<file path="src/rtl/i2ch_pkg.sv">
// Package: shared encodings for the I2C host register front-end.
// Assumes byte-wide registers; offsets and bit positions are decoded
// by software and by the bench, so they are fixed here.
package i2ch_pkg;
    localparam int BYTE_W = 8;

    typedef enum logic [1:0] {
        ENG_START = 2'd0,
        ENG_SEND  = 2'd1,
        ENG_RECV  = 2'd2,
        ENG_STOP  = 2'd3
    } eng_op_e;

    typedef enum logic [2:0] {
        SQ_IDLE, SQ_ADDR, SQ_SEND, SQ_RECV, SQ_GAP, SQ_STOP
    } seq_e;

    localparam logic [2:0] OFS_OWN  = 3'd0;
    localparam logic [2:0] OFS_DIV  = 3'd1;
    localparam logic [2:0] OFS_CTRL = 3'd2;
    localparam logic [2:0] OFS_STAT = 3'd3;
    localparam logic [2:0] OFS_DATA = 3'd4;

    localparam int C_EN   = 7;
    localparam int C_IE   = 6;
    localparam int C_HOST = 5;
    localparam int C_TX   = 4;
    localparam int C_RSTA = 2;

    localparam int S_BUSY = 5;
    localparam int S_ARB  = 4;
    localparam int S_PEND = 1;
    localparam int S_NAK  = 0;

    localparam logic [BYTE_W-1:0] CTRL_MASK = 8'hFC;
    localparam logic [BYTE_W-1:0] OWN_MASK  = 8'hFE;
    localparam logic [BYTE_W-1:0] IDLE_BYTE = 8'hFF;
endpackage

</file>
<file path="src/rtl/i2ch_eng_port.sv">
// Module: engine request holder.
// Turns a one-cycle launch into a req that stays high, with a stable
// opcode and byte, until the engine pulses done. Assumes launch only
// arrives while no request is open.
module i2ch_eng_port
    import i2ch_pkg::*;
#(
    parameter int DW = 8
) (
    input  logic          clk,
    input  logic          rst_n,
    input  logic          launch,
    input  logic [1:0]    launch_op,
    input  logic [DW-1:0] launch_byte,
    input  logic          eng_done,
    output logic          eng_req,
    output logic [1:0]    eng_op,
    output logic [DW-1:0] eng_wdata
);
    // Hold the request from launch until done.
    always_ff @(posedge clk) begin
        if (!rst_n) begin
            eng_req   <= 1'b0;
            eng_op    <= ENG_STOP;
            eng_wdata <= '0;
        end else if (launch) begin
            eng_req   <= 1'b1;
            eng_op    <= launch_op;
            eng_wdata <= launch_byte;
        end else if (eng_done) begin
            eng_req   <= 1'b0;
        end
    end

    // request and opcode stay put until the engine answers
    p_req_held_r12: assert property (@(posedge clk) disable iff (!rst_n)
        eng_req && !eng_done |=> eng_req && $stable(eng_op) && $stable(eng_wdata));
    // only one request open at a time
    p_one_open_r12: assert property (@(posedge clk) disable iff (!rst_n)
        launch |-> !eng_req);
endmodule

</file>
<file path="src/rtl/i2ch_irq_flag.sv">
// Module: interrupt-pending flag.
// Sets on a raise event only while enable and interrupt enable are
// both 1; clears on a zero-write or soft reset. The flag is the line.
module i2ch_irq_flag (
    input  logic clk,
    input  logic rst_n,
    input  logic raise,
    input  logic en,
    input  logic ie,
    input  logic clr,
    output logic pend
);
    // Keep the pending flag.
    always_ff @(posedge clk) begin
        if (!rst_n)
            pend <= 1'b0;
        else if (clr)
            pend <= 1'b0;
        else if (raise && en && ie)
            pend <= 1'b1;
    end

    // the flag only rises on a permitted raise
    p_pend_gate_r6: assert property (@(posedge clk) disable iff (!rst_n)
        !pend ##1 pend |-> $past(raise && en && ie));
    // a clear always takes effect
    p_clr_r7: assert property (@(posedge clk) disable iff (!rst_n)
        clr |=> !pend);
endmodule

</file>
<file path="src/rtl/i2c_host_regs.sv">
// Module: register-mapped I2C host front-end (top).
// Decodes register-bus accesses, keeps the register state, and turns
// data-register accesses and control writes into engine requests,
// stalling the bus until the engine is done. Assumes bus_sel is held
// until bus_ready and eng_done only pulses while eng_req is high.
module i2c_host_regs
    import i2ch_pkg::*;
#(
    parameter int BUS_AW = 3,
    parameter int BUS_DW = 16,
    parameter int DIV_W  = 6
) (
    input  logic              clk,
    input  logic              rst_n,
    input  logic              bus_sel,
    input  logic              bus_wr,
    input  logic [BUS_AW-1:0] bus_addr,
    input  logic [BUS_DW-1:0] bus_wdata,
    output logic [BUS_DW-1:0] bus_rdata,
    output logic              bus_ready,
    output logic              irq,
    output logic              eng_req,
    output logic [1:0]        eng_op,
    output logic [7:0]        eng_wdata,
    input  logic              eng_done,
    input  logic              eng_ack,
    input  logic [7:0]        eng_rdata
);
    localparam int BW = BYTE_W;

    seq_e            st_q, st_d;
    logic [BW-1:0]   own_q, own_d;
    logic [DIV_W-1:0] div_q, div_d;
    logic [BW-1:0]   ctrl_q, ctrl_d;
    logic [BW-1:0]   rdbuf_q, rdbuf_d;
    logic            busy_q, busy_d;
    logic            arb_q, arb_d;
    logic            nak_q, nak_d;
    logic            act_q, act_d;
    logic            pend;
    logic            launch, raise, pend_clr, stop_req;
    logic [1:0]      launch_op;
    logic [BW-1:0]   wv;
    logic [BW-1:0]   stat;
    logic [BUS_AW-1:0] ofs;

    assign wv  = bus_wdata[BW-1:0];
    assign ofs = bus_addr;
    assign irq = pend;

    // Assemble the status byte from its flags.
    always_comb begin
        stat         = '0;
        stat[S_BUSY] = busy_q;
        stat[S_ARB]  = arb_q;
        stat[S_PEND] = pend;
        stat[S_NAK]  = nak_q;
    end

    // Register read multiplexer.
    always_comb begin
        bus_rdata = '0;
        if (ofs == BUS_AW'(OFS_OWN))       bus_rdata = BUS_DW'(own_q);
        else if (ofs == BUS_AW'(OFS_DIV))  bus_rdata = BUS_DW'(div_q);
        else if (ofs == BUS_AW'(OFS_CTRL)) bus_rdata = BUS_DW'(ctrl_q);
        else if (ofs == BUS_AW'(OFS_STAT)) bus_rdata = BUS_DW'(stat);
        else if (ofs == BUS_AW'(OFS_DATA)) bus_rdata = BUS_DW'(rdbuf_q);
    end

    // Access sequencer: next register values, engine launches, ready.
    always_comb begin
        st_d      = st_q;
        own_d     = own_q;
        div_d     = div_q;
        ctrl_d    = ctrl_q;
        rdbuf_d   = rdbuf_q;
        busy_d    = busy_q;
        arb_d     = arb_q;
        nak_d     = nak_q;
        act_d     = act_q;
        launch    = 1'b0;
        launch_op = ENG_STOP;
        raise     = 1'b0;
        pend_clr  = 1'b0;
        stop_req  = 1'b0;
        bus_ready = 1'b0;
        case (st_q)
            SQ_IDLE: if (bus_sel) begin
                if (bus_wr) begin
                    if (ofs == BUS_AW'(OFS_OWN)) begin
                        own_d = wv & OWN_MASK;
                    end else if (ofs == BUS_AW'(OFS_DIV)) begin
                        div_d = wv[DIV_W-1:0];
                    end else if (ofs == BUS_AW'(OFS_CTRL)) begin
                        if (ctrl_q[C_EN] && !wv[C_EN]) begin
                            div_d    = '0;
                            ctrl_d   = '0;
                            rdbuf_d  = '0;
                            busy_d   = 1'b0;
                            arb_d    = 1'b0;
                            nak_d    = 1'b0;
                            act_d    = 1'b0;
                            pend_clr = 1'b1;
                            stop_req = act_q;
                        end else begin
                            ctrl_d   = wv & CTRL_MASK;
                            busy_d   = wv[C_HOST];
                            stop_req = act_q && (!wv[C_HOST] || wv[C_RSTA]);
                            if (stop_req)
                                act_d = 1'b0;
                            if (act_q && wv[C_HOST] && wv[C_RSTA])
                                ctrl_d[C_RSTA] = 1'b0;
                        end
                    end else if (ofs == BUS_AW'(OFS_STAT)) begin
                        pend_clr = !wv[S_PEND];
                        if (!wv[S_ARB])
                            arb_d = 1'b0;
                    end else if (ofs == BUS_AW'(OFS_DATA)) begin
                        if (ctrl_q[C_EN] && ctrl_q[C_HOST]) begin
                            launch    = 1'b1;
                            launch_op = act_q ? ENG_SEND : ENG_START;
                            st_d      = act_q ? SQ_SEND : SQ_ADDR;
                        end
                    end
                end else if (ofs == BUS_AW'(OFS_DATA)) begin
                    if (ctrl_q[C_HOST] && act_q && !ctrl_q[C_TX]) begin
                        launch    = 1'b1;
                        launch_op = ENG_RECV;
                        st_d      = SQ_RECV;
                    end else begin
                        rdbuf_d = IDLE_BYTE;
                    end
                end
                if (stop_req) begin
                    launch    = 1'b1;
                    launch_op = ENG_STOP;
                    st_d      = SQ_STOP;
                end
                bus_ready = !launch;
            end
            SQ_ADDR: if (eng_done) begin
                bus_ready = 1'b1;
                st_d      = SQ_IDLE;
                if (eng_ack) begin
                    act_d = 1'b1;
                    nak_d = 1'b0;
                    raise = 1'b1;
                end else begin
                    nak_d = 1'b1;
                end
            end
            SQ_SEND: if (eng_done) begin
                if (eng_ack) begin
                    nak_d     = 1'b0;
                    raise     = 1'b1;
                    bus_ready = 1'b1;
                    st_d      = SQ_IDLE;
                end else begin
                    nak_d = 1'b1;
                    act_d = 1'b0;
                    st_d  = SQ_GAP;
                end
            end
            SQ_GAP: begin
                launch    = 1'b1;
                launch_op = ENG_STOP;
                st_d      = SQ_STOP;
            end
            SQ_STOP: if (eng_done) begin
                bus_ready = 1'b1;
                st_d      = SQ_IDLE;
            end
            SQ_RECV: if (eng_done) begin
                bus_ready = 1'b1;
                st_d      = SQ_IDLE;
                if (eng_ack) begin
                    rdbuf_d = eng_rdata;
                    raise   = 1'b1;
                end else begin
                    rdbuf_d = IDLE_BYTE;
                end
            end
            default: st_d = SQ_IDLE;
        endcase
    end

    // State registers.
    always_ff @(posedge clk) begin
        if (!rst_n) begin
            st_q    <= SQ_IDLE;
            own_q   <= '0;
            div_q   <= '0;
            ctrl_q  <= '0;
            rdbuf_q <= '0;
            busy_q  <= 1'b0;
            arb_q   <= 1'b0;
            nak_q   <= 1'b0;
            act_q   <= 1'b0;
        end else begin
            st_q    <= st_d;
            own_q   <= own_d;
            div_q   <= div_d;
            ctrl_q  <= ctrl_d;
            rdbuf_q <= rdbuf_d;
            busy_q  <= busy_d;
            arb_q   <= arb_d;
            nak_q   <= nak_d;
            act_q   <= act_d;
        end
    end

    i2ch_eng_port #(.DW(BW)) u_eng_port (
        .clk         (clk),
        .rst_n       (rst_n),
        .launch      (launch),
        .launch_op   (launch_op),
        .launch_byte (wv),
        .eng_done    (eng_done),
        .eng_req     (eng_req),
        .eng_op      (eng_op),
        .eng_wdata   (eng_wdata)
    );

    i2ch_irq_flag u_irq_flag (
        .clk   (clk),
        .rst_n (rst_n),
        .raise (raise),
        .en    (ctrl_q[C_EN]),
        .ie    (ctrl_q[C_IE]),
        .clr   (pend_clr),
        .pend  (pend)
    );

    // ready only answers a live access
    p_ready_sel_r12: assert property (@(posedge clk) disable iff (!rst_n)
        bus_ready |-> bus_sel);
    // no start/send/receive request while disabled or not host
    p_no_req_off_r8: assert property (@(posedge clk) disable iff (!rst_n)
        $rose(eng_req) && eng_op != ENG_STOP |-> ctrl_q[C_EN] && ctrl_q[C_HOST]);
    // bus busy follows the host bit after a normal control write
    p_busy_host_r3: assert property (@(posedge clk) disable iff (!rst_n)
        st_q == SQ_IDLE && bus_sel && bus_wr && ofs == BUS_AW'(OFS_CTRL)
        && !(ctrl_q[C_EN] && !bus_wdata[C_EN])
        |=> busy_q == $past(bus_wdata[C_HOST]));
    // soft reset keeps own-address and clears control
    p_soft_own_r5: assert property (@(posedge clk) disable iff (!rst_n)
        st_q == SQ_IDLE && bus_sel && bus_wr && ofs == BUS_AW'(OFS_CTRL)
        && ctrl_q[C_EN] && !bus_wdata[C_EN]
        |=> own_q == $past(own_q) && ctrl_q == '0);
    // a refused payload byte closes the target and flags no-ack
    p_nack_close_r10: assert property (@(posedge clk) disable iff (!rst_n)
        st_q == SQ_SEND && eng_done && !eng_ack |=> !act_q && nak_q && eng_req == 1'b0);
endmodule

</file>
<file path="config.mk">
export PLATFORM = sky130hd
export DESIGN_NAME = i2c_host_regs
export DESIGN_NICKNAME = d
export VERILOG_FILES = /design/src/rtl/i2ch_pkg.sv /design/src/rtl/i2ch_eng_port.sv /design/src/rtl/i2ch_irq_flag.sv /design/src/rtl/i2c_host_regs.sv
export SDC_FILE = /design/constraint.sdc
export NUM_CORES = 1
export LEC_CHECK = 0
export ABC_AREA = 1
export CAP_MARGIN = 10
export CORE_UTILIZATION = 43
export DETAILED_ROUTE_END_ITERATION = 10
export DONT_BUFFER_PORTS = 1
export GPL_ROUTABILITY_DRIVEN = 0
export HOLD_SLACK_MARGIN = 0.12
export REMOVE_ABC_BUFFERS = 1
export SETUP_SLACK_MARGIN = 0.4
export SYNTH_ARGS = -nofsm -noshare
export SYNTH_HDL_FRONTEND = slang
export SYNTH_SLANG_ARGS = --single-unit
</file>
<file path="constraint.sdc">
create_clock -name clk -period 2.75 [get_ports clk]
set_input_delay 0.55 -clock clk [delete_from_list [all_inputs] [get_ports clk]]
set_output_delay 0.55 -clock clk [all_outputs]
set_load 0.005 [all_outputs]
</file>
==> flow_summary.json, run 1 <==
{
  "slew_headroom_pct": 50.33,
  "layout-drive-gt1-share_pct": 9.948,
  "period_needed_ns": 2.201,
  "switching_share_pct": 39.11,
  "crit_fanout": 8,
  "crit_path_top_delay_cell": "dfxtp_1",
  "drv_cap": 0,
  "fmax_ghz": 0.4544,
  "routed_wl_mm": 6.634,
  "instances_no_fill": 454,
  "antenna_found_initial": 0,
  "crit_type": "reg2out",
  "fp-row-count": 27,
  "p_leak_nw": 1.162,
  "final_nets": 415,
  "p_int_mw": 1.412,
  "clockPowerShare_pct": 25.3,
  "num_vias": 2399,
  "hold_path.class": "in2reg",
  "min_to": "u_eng_port.eng_op[0]$_SDFFE_PN1P_",
  "via_per_inst": 5.284,
  "ys_ff_latch": 44,
  "grt-ovfl-total": 0,
  "seq_area_frac_synth_pct": 34.32,
  "drt_first_pass_iters": 4,
  "path_delay_family": "simple AND/OR/NAND/NOR gates",
  "fin_skew_ns": 0.01107,
  "synth_area_per_cell_sq_um": 6.648,
  "synth_edf_count": 0,
  "finalCritPeriodShare_pct": 80.03,
  "r2r_start": "st_q[0]$_SDFFE_PN0P_",
  "r2r_end": "st_q[0]$_SDFFE_PN0P_",
  "finalSetupViolCount": 0,
  "fillers": 617,
  "path_depth": 7,
  "worstPathCellList": "inv_1 -> nand2_2 -> inv_2 -> nand2_1 -> nor2_1 -> nand3_1 -> o221ai_1",
  "syn_inst": 386,
  "worstSkewPairLatency_ns": 0.30,
  "cp.required_ns": 2.20,
  "initial_core_util_pct": 45.49,
  "dpl.cell_count": 447,
  "rrSetupSlack_ns": 0.92,
  "outcome": "completed",
  "boundaryPins": 62,
  "hold_path.startpoint": "rst_n",
  "grt_start_max_net_pins": 37,
  "endpoint_kind": "output pin",
  "dp_hpwl_mm": 4.894,
  "tightest_slew_ns": 0.7442,
  "die_h_um": 79.25,
  "grt_pass1_wl_mm": 11.14,
  "core_area_sq_um": 5642,
  "power_density_nw_per_um2": 865.4,
  "cts_sinks": 44,
  "yosysWarnings": 0,
  "postRouteAntennaNets": 0,
  "first_iter_violations": 162,
  "pwr-share-seq_pct": 37.3,
  "ff2ff_path_depth": 7,
  "multi_input_area_sq_um": 1438,
  "cts_root_buffer": "clkbuf_8",
  "syn_area_sq_um": 2566,
  "cts_buffer_depth": 2,
  "seqCellArea_sq_um": 880.8,
  "dieArea_sq_um": 6281,
  "cp_slowest_stage_delay_ns": 0.33,
  "fin_tns_setup_ns": 0,
  "power_switching_mw": 0.9070,
  "cp-start-kind": "flip-flop",
  "die_w_um": 79.25,
  "synthArstFlopShare_pct": 0,
  "crit_buf_inv": 2,
  "clkTransAtPathRegs_ns": 0.09,
  "drcViolationCount": 0,
  "pwr-share-comb_pct": 37.4,
  "rsz0062_at_grt": "false",
  "final_util_pct": 47.50,
  "hold_viol": 0,
  "slew_viol_final": 0,
  "grt_usage_pct": 22.95,
  "htree_levels": 2,
  "ir_drop_mv": 0.3156,
  "antenna_cells": 0,
  "hold_depth": 1,
  "synth_cell_types": 30,
  "cts_made_buffers": 5,
  "tritoncts": "built",
  "grt_pass1_vias": 2230,
  "area_growth_pct": 4.437,
  "cp_data_arrival_time_ns": 1.65,
  "routedWlPerCell_um": 14.61,
  "portBuffers": 0,
  "synth_ff_type": "dfxtp_1"
}
## sequential cells by signal (all words and copies together), names as in the netlist
| signal | flops |
|---|---|
| ctrl_q | 6 |
| act_q | 1 |
| u_eng_port.eng_op | 2 |
| rdbuf_q | 8 |
| u_eng_port.eng_req | 1 |
| st_q | 3 |
| div_q | 6 |
| own_q | 7 |
| u_irq_flag.pend | 1 |
| nak_q | 1 |
| u_eng_port.eng_wdata | 8 |
## synthesized netlist by cell type, types with 3 or more instances
| cell | number | area (sq um) |
|---|---|---|
| nand2_1 | 77 | 289.0 |
| nor2_1 | 72 | 270.3 |
| dfxtp_1 | 44 | 880.8 |
| o21ai_0 | 38 | 190.2 |
| inv_1 | 31 | 116.4 |
| nand3_1 | 27 | 135.1 |
| a21oi_1 | 22 | 110.1 |
| buf_4 | 10 | 75.07 |
| a21oi_2 | 9 | 78.83 |
| nand3b_1 | 9 | 67.56 |
| nand2_2 | 5 | 31.28 |
| clkbuf_1 | 4 | 15.01 |
| inv_2 | 4 | 15.01 |
| nand4_1 | 4 | 25.02 |
| nor2_4 | 4 | 45.04 |
| clkinv_1 | 3 | 11.26 |
| nor2_2 | 3 | 18.77 |
| o2111ai_1 | 3 | 26.28 |
## stage by stage
step                      area [sq um]  hold slack (ns)  power, mW  worst slack, ns
after global routing              2680           0.3385      2.512           0.4063
after detailed placement          2551           0.4488      1.729           0.6548
final                             2680           0.3445      2.319           0.5491
after global placement            2551           0.4418      1.725           0.6757
after floorplan                   2461           0.4292      1.549           0.8558
after CTS                         2680           0.3267      2.318           0.4833
## worst max-delay path by stage
stage	startpoint	to	slack, ns
after floorplan	bus_addr[2]	bus_ready	0.86
after global placement	bus_addr[2]	bus_ready	0.68
after detailed placement	bus_addr[2]	bus_ready	0.65
after CTS	st_q[2]$_SDFFE_PN0P_	bus_ready	0.48
after global routing	st_q[2]$_SDFFE_PN0P_	bus_ready	0.41
final	st_q[2]$_SDFFE_PN0P_	bus_ready	0.55
## logic make-up (layout without fill, tap and decap cells)
family                 count (synthesis)  count (layout)  share of synthesized area [%]
and+or+nand+nor                      207             207                          37.20
AOI/OAI and AO/OA                     78              78                          17.65
buffers and inverters                 56              45                          10.68
DFF                                   44              44                          34.32
other                                  1               8                         0.1461
## final cells by class
| cell class | count | share of cell area (%) |
|---|---|---|
| sequential | 44 | 32.87 |
| tap | 72 | 3.361 |
| inverter | 38 | 5.322 |
| multi-input combinational | 293 | 53.64 |
| clock inverter | 2 | 2.241 |
| clock buffer | 5 | 2.568 |
## layer usage
metal	up-vias	track usage, %	routed length (um)	share of wire [%]
li1	1233	-	-	-
met3	11	4.598	404	6.1
met5	-	0	0	0
met4	0	8.182	122	1.8
met1	1083	29.61	3024	46
met2	72	37.76	3083	46
## cell usage in the layout (no fill, tap or decap), drive strengths merged
| master | n |
|---|---|
| o2111ai | 3 |
| nand3b | 9 |
| bufinv | 2 |
| o211ai | 2 |
| nand3 | 30 |
| conb | 8 |
| inv | 35 |
| a211oi | 2 |
| nand4 | 4 |
| nand2 | 84 |
| clkinv | 3 |
| nor3 | 1 |
| o41ai | 1 |
| a21oi | 31 |
| o221ai | 1 |
| nor2 | 79 |
| dfxtp | 44 |
| o21ai | 38 |
| clkbuf | 5 |
## power groups by stage
stage          logic [mW]  registers, mW  clock network, mW
2_1_floorplan       0.701          0.848                  0
3_3_place_gp        0.849          0.876                  0
3_5_place_dp        0.854          0.875                  0
4_1_cts             0.859          0.865              0.594
6_report            0.867          0.865              0.587
5_1_grt              1.01          0.880              0.619
## what timing repair did
action                                  4_1_cts  5_1_grt
buffers inserted                              0        0
resized for setup                             0        1
hold buffers                                  0        0
endpoints found under the setup margin        0        1
endpoints found under the hold margin         0        0
## worst reg2reg max path, stage by stage, from the launching register on
cell,delay [ns]
dfxtp_1,0.49
nor2_4,0.08
inv_1,0.08
nor2_1,0.06
inv_1,0.56
o21ai_0,0.27
nor2_1,0.15
nor2_1,0.05
Power figures use the tool's default switching activity.
==> run 2: changes to the inputs <==
Clock period 2.75 ns to 2.2 ns, I/O delays scaled along.
==> run 2 against run 1 <==
- first-iteration DRC count is 20% higher
- hold slack worse by 0.13 ns
- count of clock-buffer cells in the layout is 1 higher
- worst setup slack worse by 0.11 ns
- sequential power is 25% higher
- clock power is 6.1% higher
- critical path depth stayed put
- wire length is 4.0% higher
- highest routed layer unchanged
==> flow_summary.json, run 2 (synthesized netlist as in run 1, its figures left out) <==
{
  "outcome": "completed",
  "timing.final.ws_setup_ns": 0.4351,
  "grt_start_max_net_pins": 37,
  "crit_type": "reg2out",
  "grt_usage_pct": 23.14,
  "endpoint_kind": "output pin",
  "largestRegisters": "rdbuf_q (8), u_eng_port.eng_wdata (8), own_q (7)",
  "dpl_worst_slack_ns": 0.3246,
  "p_leak_nw": 1.250,
  "dp_hpwl_mm": 4.828,
  "fin_area_sq_um": 2883,
  "crit_fanout": 5,
  "grt_pass1_wl_mm": 11.01,
  "num_vias": 2480,
  "die_w_um": 79.25,
  "slew_viol_final": 0,
  "fp-row-count": 27,
  "cts_buffer_depth": 2,
  "rrSetupSlack_ns": 0.51,
  "clkTransAtPathRegs_ns": 0.09,
  "layout_common_cells": "nand2_1 (75), nor2_1 (68), dfxtp_1 (39)",
  "worstSkewPairLatency_ns": 0.31,
  "hold_slack_ns": 0.2187,
  "hold_depth": 1,
  "grt_util_met1_pct": 30.18,
  "htree_levels": 2,
  "fillers": 594,
  "die_h_um": 79.25,
  "boundaryPins": 62,
  "cp-start-kind": "flip-flop",
  "power_density_nw_per_um2": 1109,
  "fin_skew_ns": 0.01053,
  "cts_made_buffers": 5,
  "postRouteAntennaNets": 0,
  "fin_tns_setup_ns": 0,
  "finalSetupViolCount": 0,
  "grt-ovfl-total": 0,
  "postPlaceCellArea_sq_um": 2559,
  "first_iter_violations": 194,
  "area_growth_pct": 12.34,
  "antenna_found_initial": 0,
  "portBuffers": 0,
  "grt_use_met2_pct": 36.72,
  "tritoncts": "built",
  "routedWlPerCell_um": 14.52,
  "fmax_ghz": 0.5666,
  "drt_first_pass_iters": 5,
  "top_usage_layer": "met2",
  "layout-drive-gt1-share_pct": 18.86,
  "initial_core_util_pct": 45.49,
  "routed_wl_mm": 6.898,
  "cp_data_arrival_time_ns": 1.32,
  "drcViolationCount": 0,
  "antenna_cells": 0,
  "period_needed_ns": 1.765,
  "cts_sinks": 44,
  "via_per_inst": 5.221,
  "cp.required_ns": 1.76,
  "final_common_cell": "nand2_1",
  "finalCritPeriodShare_pct": 80.22,
  "core_area_sq_um": 5642,
  "final_nets": 435,
  "grt_pass1_vias": 2187,
  "hold_path.class": "in2reg",
  "hold_viol": 0,
  "final_util_pct": 51.10,
  "rsz0062_at_grt": "true",
  "dieArea_sq_um": 6281,
  "ir_drop_mv": 0.4782,
  "drv_cap": 0,
  "cts_root_buffer": "clkbuf_8",
  "grt_use_met3_pct": 5.057,
  "ff2ff_path_depth": 10
}
[run 2: area by class of cell]
class,count,area [sq um],share of cell area (%)
Timing Repair Buffer,20,150.1,5.208
Clock inverter,2,35.03,1.215
Clock buffer,6,72.57,2.517
Sequential cell,44,894.6,31.03
Inverter,38,151.4,5.252
Tap cell,72,90.09,3.125
Multi-Input combinational cell,293,1489,51.65
[run 2: worst paths after layout]
path	start	end
setup / recovery	st_q[1]$_SDFFE_PN0P_	bus_ready
setup reg to reg	st_q[1]$_SDFFE_PN0P_	div_q[0]$_SDFFE_PN0P_
hold / removal	rst_n	u_eng_port.eng_op[0]$_SDFFE_PN1P_
hold reg to reg	ctrl_q[3]$_SDFFE_PN0P_	ctrl_q[3]$_SDFFE_PN0P_
[run 2: worst max-delay path: stages (launching register included)]
cell,delay [ns]
dfxtp_4,0.37
nor2_4,0.15
nand2_4,0.08
clkinv_4,0.07
nand2_4,0.06
nor2_4,0.08
nand3_1,0.11
o221ai_2,0.10
[run 2: report_power, final]
part	switching [mW]	internal [mW]
Clock	0.286	0.337
Combinational	0.866	0.625
Sequential	0.114	0.970
[run 2: layer usage]
layer | wire length [um] | part of all wire [%] | vias to the layer above
li1 | - | - | 1273
met1 | 3167 | 46 | 1111
met2 | 3172 | 46 | 83
met3 | 406 | 5.9 | 13
met4 | 152 | 2.2 | 0
met5 | 0 | 0 | -
[run 2: what timing repair did]
action	4_1_cts	5_1_grt
pin swaps	2	6
hold buffers	0	0
cloned	0	0
endpoints found under the setup margin	1	14
buffers inserted	4	15
gates resized for setup	13	16
[run 2: metrics by stage]
step           std cells  power, mW
6_report             475      3.198
2_1_floorplan        375      1.937
4_1_cts              460      2.921
3_3_place_gp         448      2.165
5_1_grt              475      3.436
3_5_place_dp         448      2.171
